<file path="src/rtl/pq_pkg.sv">
package pq_pkg;
  // Controller states of the start-of-frame wait.
  typedef enum logic [1:0] {
    PQ_SEARCH = 2'd0,
    PQ_WAIT   = 2'd1,
    PQ_LOCK   = 2'd2
  } pq_state_e;

  // Number of symbol slots in the history window.
  localparam int PQ_WIN = 5;
  // Number of slots that must qualify in either rule.
  localparam int PQ_NEED = PQ_WIN - 1;
endpackage

</file>
<file path="src/rtl/pq_sym_qual.sv">
// Per-symbol qualification: frequency enable mask and scaled magnitude threshold.
module pq_sym_qual #(
  parameter int FREQ_W  = 4,
  parameter int MAG_W   = 12,
  parameter int SCALE_W = 4,
  localparam int NFREQ  = (1 << FREQ_W) - 1,
  localparam int PROD_W = MAG_W + SCALE_W + 1
) (
  input  logic [FREQ_W-1:0]  freq,
  input  logic [MAG_W-1:0]   mag,
  input  logic [MAG_W-1:0]   base,
  input  logic [SCALE_W-1:0] scale,
  input  logic [NFREQ-1:0]   fmask,
  output logic               freq_ok,
  output logic               mag_ok,
  output logic               qual
);
  // base * (2^SCALE_W + scale), built from shifts and adds only.
  function automatic logic [PROD_W-1:0] thr_x16(input logic [MAG_W-1:0] b,
                                                input logic [SCALE_W-1:0] s);
    logic [PROD_W-1:0] acc;
    acc = PROD_W'(b) << SCALE_W;
    for (int j = 0; j < SCALE_W; j++) begin
      if (s[j]) acc = acc + (PROD_W'(b) << j);
    end
    return acc;
  endfunction

  logic [PROD_W-1:0] mag_x;
  logic [PROD_W-1:0] thr_x;
  logic [NFREQ:0]    mask_ext;

  assign mag_x    = PROD_W'(mag) << SCALE_W;
  assign thr_x    = thr_x16(base, scale);
  assign mask_ext = {1'b0, fmask};
  assign freq_ok  = mask_ext[freq];
  assign mag_ok   = mag_x > thr_x;
  assign qual     = freq_ok && mag_ok;
endmodule

</file>
<file path="src/rtl/pq_window.sv">
// Symbol history and the two detection rules, evaluated on the window as it
// will look after the current strobe has been shifted in.
module pq_window
  import pq_pkg::*;
#(
  parameter int TIME_W   = 6,
  parameter int FREQ_W   = 4,
  parameter int TSPAN_W  = 6,
  parameter int FSPAN_W  = 4
) (
  input  logic               clk,
  input  logic               rst,
  input  logic               clr,
  input  logic               push,
  input  logic [TIME_W-1:0]  in_time,
  input  logic [FREQ_W-1:0]  in_freq,
  input  logic               in_qual,
  input  logic               cfg_mode,
  input  logic [TSPAN_W-1:0] cfg_tspan,
  input  logic [FSPAN_W-1:0] cfg_fspan,
  output logic               hit,
  output logic [PQ_WIN-1:0]  sub_ok
);
  logic [TIME_W-1:0] h_time [PQ_WIN];
  logic [FREQ_W-1:0] h_freq [PQ_WIN];
  logic [PQ_WIN-1:0] h_qual;
  logic [PQ_WIN-1:0] h_val;

  logic [TIME_W-1:0] n_time [PQ_WIN];
  logic [FREQ_W-1:0] n_freq [PQ_WIN];
  logic [PQ_WIN-1:0] n_qual;
  logic [PQ_WIN-1:0] n_val;

  // Slot 0 is the newest symbol.
  always_comb begin
    n_time[0] = in_time;
    n_freq[0] = in_freq;
    n_qual[0] = in_qual;
    n_val[0]  = 1'b1;
    for (int i = 1; i < PQ_WIN; i++) begin
      n_time[i] = h_time[i-1];
      n_freq[i] = h_freq[i-1];
      n_qual[i] = h_qual[i-1];
      n_val[i]  = h_val[i-1];
    end
  end

  always_ff @(posedge clk) begin
    if (rst || clr) begin
      h_qual <= '0;
      h_val  <= '0;
      for (int i = 0; i < PQ_WIN; i++) begin
        h_time[i] <= '0;
        h_freq[i] <= '0;
      end
    end else if (push) begin
      h_qual <= n_qual;
      h_val  <= n_val;
      for (int i = 0; i < PQ_WIN; i++) begin
        h_time[i] <= n_time[i];
        h_freq[i] <= n_freq[i];
      end
    end
  end

  // One candidate subset per excluded slot; excluding the oldest slot gives
  // the four most recent symbols used by the strict rule.
  for (genvar k = 0; k < PQ_WIN; k++) begin : g_sub
    logic [TIME_W-1:0] tmin, tmax;
    logic [FREQ_W-1:0] fmin, fmax;
    logic              allq;
    always_comb begin
      tmin = '1;
      tmax = '0;
      fmin = '1;
      fmax = '0;
      allq = 1'b1;
      for (int i = 0; i < PQ_WIN; i++) begin
        if (i != k) begin
          if (n_time[i] < tmin) tmin = n_time[i];
          if (n_time[i] > tmax) tmax = n_time[i];
          if (n_freq[i] < fmin) fmin = n_freq[i];
          if (n_freq[i] > fmax) fmax = n_freq[i];
          allq = allq && n_qual[i];
        end
      end
      sub_ok[k] = allq
               && (int'(tmax - tmin) <= int'(cfg_tspan))
               && (int'(fmax - fmin) <= int'(cfg_fspan));
    end
  end

  logic four_val, five_val, rule_strict, rule_tol;
  assign four_val    = &n_val[PQ_NEED-1:0];
  assign five_val    = &n_val;
  assign rule_strict = four_val && sub_ok[PQ_WIN-1];
  assign rule_tol    = five_val && (|sub_ok);
  assign hit         = push && (cfg_mode ? rule_strict : rule_tol);
endmodule

</file>
<file path="src/rtl/pq_sfd_timer.sv">
// Detection flag, start-of-frame wait counter and lock state.
module pq_sfd_timer
  import pq_pkg::*;
#(
  parameter int LIM_W = 4,
  localparam int CNT_W = LIM_W + 1
) (
  input  logic             clk,
  input  logic             rst,
  input  logic             hit,
  input  logic             sym_valid,
  input  logic             sfd_found,
  input  logic [LIM_W-1:0] cfg_limit,
  output logic             searching,
  output logic             timeout_evt,
  output logic             lock_evt,
  output logic [CNT_W-1:0] wait_cnt,
  output logic             pre_det,
  output logic             locked,
  output logic             restart
);
  pq_state_e        state;
  logic [CNT_W-1:0] eff_limit;
  logic [CNT_W-1:0] cnt_inc;

  assign eff_limit   = (cfg_limit == '0) ? CNT_W'(1) : CNT_W'(cfg_limit);
  assign cnt_inc     = wait_cnt + CNT_W'(1);
  assign searching   = (state == PQ_SEARCH);
  assign lock_evt    = (state == PQ_WAIT) && sfd_found;
  assign timeout_evt = (state == PQ_WAIT) && !sfd_found && sym_valid
                    && (cnt_inc >= eff_limit);

  always_ff @(posedge clk) begin
    if (rst) begin
      state    <= PQ_SEARCH;
      wait_cnt <= '0;
      pre_det  <= 1'b0;
      locked   <= 1'b0;
      restart  <= 1'b0;
    end else begin
      restart <= 1'b0;
      case (state)
        PQ_SEARCH: begin
          if (hit) begin
            state    <= PQ_WAIT;
            wait_cnt <= '0;
            pre_det  <= 1'b1;
          end
        end
        PQ_WAIT: begin
          if (lock_evt) begin
            state  <= PQ_LOCK;
            locked <= 1'b1;
          end else if (timeout_evt) begin
            state    <= PQ_SEARCH;
            wait_cnt <= '0;
            pre_det  <= 1'b0;
            restart  <= 1'b1;
          end else if (sym_valid) begin
            wait_cnt <= cnt_inc;
          end
        end
        default: begin
          state <= PQ_LOCK;
        end
      endcase
    end
  end
endmodule

</file>
<file path="src/rtl/pq_detect.sv">
// Preamble detection qualifier top level.
module pq_detect
  import pq_pkg::*;
#(
  parameter int TIME_W  = 6,
  parameter int FREQ_W  = 4,
  parameter int MAG_W   = 12,
  parameter int SCALE_W = 4,
  parameter int TSPAN_W = 6,
  parameter int FSPAN_W = 4,
  parameter int LIM_W   = 4,
  localparam int NFREQ  = (1 << FREQ_W) - 1,
  localparam int CNT_W  = LIM_W + 1
) (
  input  logic               clk,
  input  logic               rst,
  input  logic               sym_valid,
  input  logic [TIME_W-1:0]  sym_time,
  input  logic [FREQ_W-1:0]  sym_freq,
  input  logic [MAG_W-1:0]   sym_mag,
  input  logic [MAG_W-1:0]   base_thr,
  input  logic               cfg_mode,
  input  logic [TSPAN_W-1:0] cfg_tspan,
  input  logic [FSPAN_W-1:0] cfg_fspan,
  input  logic [SCALE_W-1:0] cfg_scale,
  input  logic [NFREQ-1:0]   cfg_fmask,
  input  logic [LIM_W-1:0]   cfg_limit,
  input  logic               sfd_found,
  output logic               pre_det,
  output logic               locked,
  output logic               restart
);
  logic             sym_qual, freq_ok, mag_ok;
  logic             push, hit, searching;
  logic             timeout_evt, lock_evt;
  logic [PQ_WIN-1:0] sub_ok;
  logic [CNT_W-1:0] wait_cnt;

  assign push = sym_valid && searching;

  pq_sym_qual #(
    .FREQ_W (FREQ_W),
    .MAG_W  (MAG_W),
    .SCALE_W(SCALE_W)
  ) u_qual (
    .freq   (sym_freq),
    .mag    (sym_mag),
    .base   (base_thr),
    .scale  (cfg_scale),
    .fmask  (cfg_fmask),
    .freq_ok(freq_ok),
    .mag_ok (mag_ok),
    .qual   (sym_qual)
  );

  pq_window #(
    .TIME_W (TIME_W),
    .FREQ_W (FREQ_W),
    .TSPAN_W(TSPAN_W),
    .FSPAN_W(FSPAN_W)
  ) u_win (
    .clk      (clk),
    .rst      (rst),
    .clr      (timeout_evt),
    .push     (push),
    .in_time  (sym_time),
    .in_freq  (sym_freq),
    .in_qual  (sym_qual),
    .cfg_mode (cfg_mode),
    .cfg_tspan(cfg_tspan),
    .cfg_fspan(cfg_fspan),
    .hit      (hit),
    .sub_ok   (sub_ok)
  );

  pq_sfd_timer #(
    .LIM_W(LIM_W)
  ) u_tmr (
    .clk        (clk),
    .rst        (rst),
    .hit        (hit),
    .sym_valid  (sym_valid),
    .sfd_found  (sfd_found),
    .cfg_limit  (cfg_limit),
    .searching  (searching),
    .timeout_evt(timeout_evt),
    .lock_evt   (lock_evt),
    .wait_cnt   (wait_cnt),
    .pre_det    (pre_det),
    .locked     (locked),
    .restart    (restart)
  );
endmodule

</file>
<file path="config.mk">
export PLATFORM = sky130hd
export DESIGN_NAME = pq_detect
export DESIGN_NICKNAME = d
export VERILOG_FILES = /design/src/rtl/pq_pkg.sv /design/src/rtl/pq_sym_qual.sv /design/src/rtl/pq_window.sv /design/src/rtl/pq_sfd_timer.sv /design/src/rtl/pq_detect.sv
export SDC_FILE = /design/constraint.sdc
export NUM_CORES = 1
export LEC_CHECK = 0
export BUFFER_PORTS_ARGS = -buffer_cell sky130_fd_sc_hd__buf_2
export CAP_MARGIN = 20
export CORE_ASPECT_RATIO = 0.75
export CORE_MARGIN = 10
export CORE_UTILIZATION = 65
export CTS_BUF_LIST = sky130_fd_sc_hd__clkbuf_4
export CTS_CLUSTER_DIAMETER = 80
export DETAILED_ROUTE_END_ITERATION = 16
export GPL_TIMING_DRIVEN = 0
export PLACE_DENSITY = 0.84
export SYNTH_ARGS = -nofsm -noshare
export SYNTH_HDL_FRONTEND = slang
export SYNTH_SLANG_ARGS = --single-unit
</file>
<file path="constraint.sdc">
create_clock -name clk -period 26.1 [get_ports clk]
set_input_delay 0 -clock clk [delete_from_list [all_inputs] [get_ports clk]]
set_output_delay 0 -clock clk [all_outputs]
set_load 0.05 [all_outputs]
</file>
# Word level (Yosys, flattened, before mapping)
# Memory sizes are Yosys's and may differ from the RTL's.
# Cells that the tools add are included.
# word_totals
ff_bits	18
ram_bits	50
input_bits	72
output_inout_bits	3
wordCells	247
memories	2
# mem_list
name	words	width	read_ports	rd_clocked_by_memory_dff	write_ports	line	source
u_win.h_time	5	6	4	0	5	pq_window.sv:24	logic [TIME_W-1:0] h_time [PQ_WIN];
u_win.h_freq	5	4	4	0	5	pq_window.sv:25	logic [FREQ_W-1:0] h_freq [PQ_WIN];
# op_classes
add_sub_neg	15
n_lt_le_gt_ge	69
eq_ne	6
n_mux	93
n_bitwise	11
n_reduce_logical	44
# ops
op	n
$mux 6	33
$le 32x5->1	5
$le 32x7->1	5
$mux 4	34
$gt 6x6->1	12
$lt 6x6->1	12
$mux 17	4
$gt 4x4->1	12
$lt 4x4->1	12
$sub 6x6->7	5
$logic_and 1x1->1	31
$sub 4x4->5	5
$mux 5	4
$add 16x12->17	1
$add 17x13->17	1
$add 17x14->17	1
$add 17x15->17	1
$gt 16x17->1	1
$gt 6x1->1 const B	2
$lt 6x6->1 const B	2
$reduce_and 4->1	3
$mux 1	11
$or 1x1->1	10
$pmux 5 s2	1
other kinds (22)	30

# Logic depth before layout (Yosys ltp)
# depth
ltp_word	21
mapped_depth	49
ltp_nobuf	49

# Modules after synthesis
# Synthesis repeated with hierarchy kept, for this count alone.
# hier_totals
cells_unflattened	1949
hier_area_um2	16286.9
# modules_own_cells
mod	instances	cells_per_inst	area_per_inst_um2	seq_area_each_um2
pq_window	1	1462	12550.8	1361.3
pq_sym_qual	1	420	3091.7	0.0
pq_sfd_timer	1	66	638.1	200.2
pq_detect	1	1	6.3	0.0

# Worst setup path after synthesis
# No wires, ideal clock.
# synth_timing
path_type	flip-flop to flip-flop
start	memory u_win.h_time[0][1]
end	register u_tmr.wait_cnt[4]
setup_time_ps	116
t_arrival_ps	8133
required_time_ps	25984
slack_ps	17851
stages_incl_launch_ff	48
n_path_buf	0
synth_period_minus_slack_ps	8249
path_cell_list	edfxtp_1 > ha_1 > nor2b_1 > o21a_1 > o21ai_0 > nand2b_1 > a21oi_1 > nor2b_1 > o22ai_1 > mux2i_1 > inv_1 > ha_1 > nor2b_1 > o21a_1 > o21ai_0 > nand2b_1 > a21oi_1 > nor2b_1 > (+12 left out) > mux2_2 > ha_1 > nor2b_1 > o21ai_0 > nand2b_1 > a21o_1 > a21oi_1 > xnor2_1 > ha_1 > o21ai_0 > a21oi_1 > nor2_1 > nor3_1 > o22a_1 > nand3b_1 > o2111ai_1 > o21a_1 > o211a_1
# synth_rtl
element	line	source
start, declared	pq_window.sv:24	
end signal, assigned	pq_sfd_timer.sv:60	wait_cnt <= cnt_inc;
end, declared	pq_sfd_timer.sv:17	output logic [CNT_W-1:0] wait_cnt,

==> flow_metrics.tcl <==
set metrics [dict create \
    drive_gt1_frac 0.0856 \
    num-nets-final 2542 \
    cap_violations 0 \
    timing.critical_path.required_ps 26460 \
    route.met2.wl_um 19900 \
    clk_latency_ps 450 \
    synth.distinct_cells 83 \
    io_buffer_count 72 \
    status "complete, no violations" \
    crit_path_top_delay_cell "o22ai_1" \
    dp_cells 2380 \
    dr_wl_met3_um 4040 \
    cts_root_buffer "clkbuf_4" \
    place_congestion 1.00 \
    synth.ff_latch_count 58 \
    period_share 0.386 \
    crit_path_frequent_cell "nor2b_1" \
    core_um2 24200 \
    areaGrowthSynthToFinish_pct 5.84 \
    first_pass_iters 8 \
    grt_first_pass_wirelength_um 73800 \
    via_count 15400 \
    dieArea_um2 31600 \
    grt_setup_unrepaired "no" \
    drv_slew 0 \
    max_slew_margin 0.381 \
    critPathMaxFanout 8 \
    clock-sinks 58 \
    mostFrequentLayoutCells "ha_1 (393), inv_1 (176), o21ai_0 (153)" \
    seq_area_frac_synth 0.0967 \
    power.total_mw 1.15 \
    syn_avg_cell_area_um2 8.18 \
    syn_inst 1976 \
    fin_tns_setup_ps 0 \
    period_minus_slack_ps 10080 \
    p_leak_nw 8.48 \
    cts_tree "yes" \
    grt-ovfl-total 0 \
    h-tree-depth 3 \
    drt_iter0_markers 1295 \
    synth-async-reset-ratio 0 \
    crit_path_max_incr_delay_ps 680 \
    yosys_warnings 0 \
    crit_type "reg2reg" \
    avgRoutedWirePerCell_um 18.9 \
    syn_area_um2 16200 \
    grt_max_degree 37 \
    min_path_type "in2reg" \
    row_count 49 \
    end_kind "flop" \
    sequentialPowerShare 0.104 \
    skew_ps 16.1 \
    crit_cells 48 \
    final_hold_viol_count 0 \
    cts_buffer_depth 2 \
    die_x_um 202 \
    ff2ff_path_depth 48 \
    start_util 0.667 \
    swShare 0.513 \
    ctsResizeCount 0 \
    synth-main-ff-cell "edfxtp_1" \
    synth_nets 2455 \
    first_global_vias 15300 \
    cellInternalPower_mw 0.559 \
    fin_cells 2401 \
    cp.arrival_ps 10440 \
    grtUsageTotal 0.278 \
    peakVddDrop_mv 0.0386 \
    min_path_cells 4 \
    crit_family "compound AO/OA/AOI/OAI gates" \
    pin_count 75 \
    worst-slew-pin-transition_ps 916 \
    top_layer "met4" \
    die_h_um 157 \
    grt_antenna_before_repair 1 \
    drt-total-wl_um 45400 \
    final_common_cell "ha_1" \
    synth_enable_flop_cells 40 \
    dpl.hpwl_um 37000 \
    startpoint_type "flop" \
    post-route-drc-count 0 \
    ant_nets 0 \
    setup_viol 0 \
    powerDensity_nw_per_um2 67.2 \
    switching_power_mw 0.590 \
    cts_buffers 9 \
    clk_pin_slew_ps 120 \
    p_clk_frac 0.052 \
    drt-met1-wl_um 20600 \
    viasPerCell 6.40 \
    path_buf_inv 3 \
    fmax_ghz 0.0992 \
    p_comb_frac 0.843 \
]
-- power groups by stage --
stage,clock [mW],sequential [mW],combinational (mW)
after floorplan,0,0.114,0.742
after global placement,0,0.120,0.888
after detailed placement,0,0.121,0.943
after CTS,0.0605,0.119,0.951
after global routing,0.0652,0.120,1.09
final,0.0603,0.120,0.969
-- cells by family (layout without fill, tap and decap cells) --
kind of cell | count (synthesis) | count (layout) | synth area share
xor+xnor | 72 | 72 | 0.0411
mux | 166 | 166 | 0.110
simple gates | 491 | 491 | 0.154
fa+ha+maj | 407 | 407 | 0.322
flops | 58 | 58 | 0.0967
buf+inv | 216 | 308 | 0.0513
compound gates | 566 | 566 | 0.225
other cells | 0 | 2 | 0
-- routing by layer --
layer | up-vias | track usage
met5 | - | 0
met4 | 0 | 0.0693
met3 | 73 | 0.0433
met2 | 645 | 0.452
met1 | 7212 | 0.378
li1 | 7431 | -
-- final timing paths --
path                       end  slack (ps)          startpoint
max          u_tmr.wait_cnt[0]       16020  u_win.h_time[0][0]
min             u_tmr.state[0]          60            cfg_mode
max reg2reg  u_tmr.wait_cnt[0]       16020  u_win.h_time[0][0]
min reg2reg     u_win.h_val[1]         470      u_win.h_val[0]
-- metrics by stage --
| step | hold WS [ps] | utilization | area (µm²) | setup WS [ps] |
|---|---|---|---|---|
| 4_1_cts | 22.7 | 0.706 | 17100 | 16310 |
| 5_1_grt | 59.7 | 0.706 | 17100 | 15370 |
| 6_report | 57.2 | 0.706 | 17100 | 16020 |
| 2_1_floorplan | 144 | - | 16200 | 17850 |
| 3_5_place_dp | 303 | 0.700 | 17000 | 16370 |
| 3_3_place_gp | 283 | 0.699 | 16900 | 16690 |
-- sequential cells by signal, summed over array words and instances, names as in the netlist --
| signal | cells |
|---|---|
| u_win.h_qual | 4 |
| u_win.h_val | 4 |
| u_win.h_time | 24 |
| u_tmr.state | 2 |
| u_tmr.wait_cnt | 5 |
| u_tmr.locked | 1 |
| u_win.h_freq | 16 |
| u_tmr.restart | 1 |
| u_tmr.pre_det | 1 |
-- timing repair --
item | 4_1_cts | 5_1_grt
endpoints found under the hold margin | 6 | 0
hold buffers | 3 | 0
setup buffers | 0 | 0
setup endpoints to repair | 0 | 0
-- tightest hold or removal path, delay by kind of cell --
family / cells / cell delay (ps)
AOI/OAI and AO/OA: 3 / 360
buffers and inverters: 1 / 100
-- cells in the mapped netlist (all sizes together), types with 12 or more instances --
master	instances	area (µm²)
and2	16	100
dfxtp	18	360
xnor2	46	437
a21o	55	413
nor3	46	230
nand4	24	150
nor2b	73	457
mux2	55	619
a21oi	151	782
fa	14	280
clkbuf	30	113
nor2	97	367
nand2b	56	350
o21a	56	420
edfxtp	40	1200
nand2	123	462
xor2	26	228
a41o	12	120
a211oi	12	103
inv	176	661
ha	393	4920
and3	15	101
nand3	13	65.1
o21ai	176	892
mux2i	107	1070
-- final cells by class --
type / count / area [µm²]
antenna: 2 / 5.00
clock inverter: 7 / 45.0
fill: 1953 / 7120
timing repair buffer: 76 / 410
tap: 331 / 414
clock buffer: 9 / 67.6
inverter: 181 / 679
buffer: 35 / 149
multi-input combinational: 1702 / 13800
sequential: 58 / 1560
(Power assumes the default switching activity.)
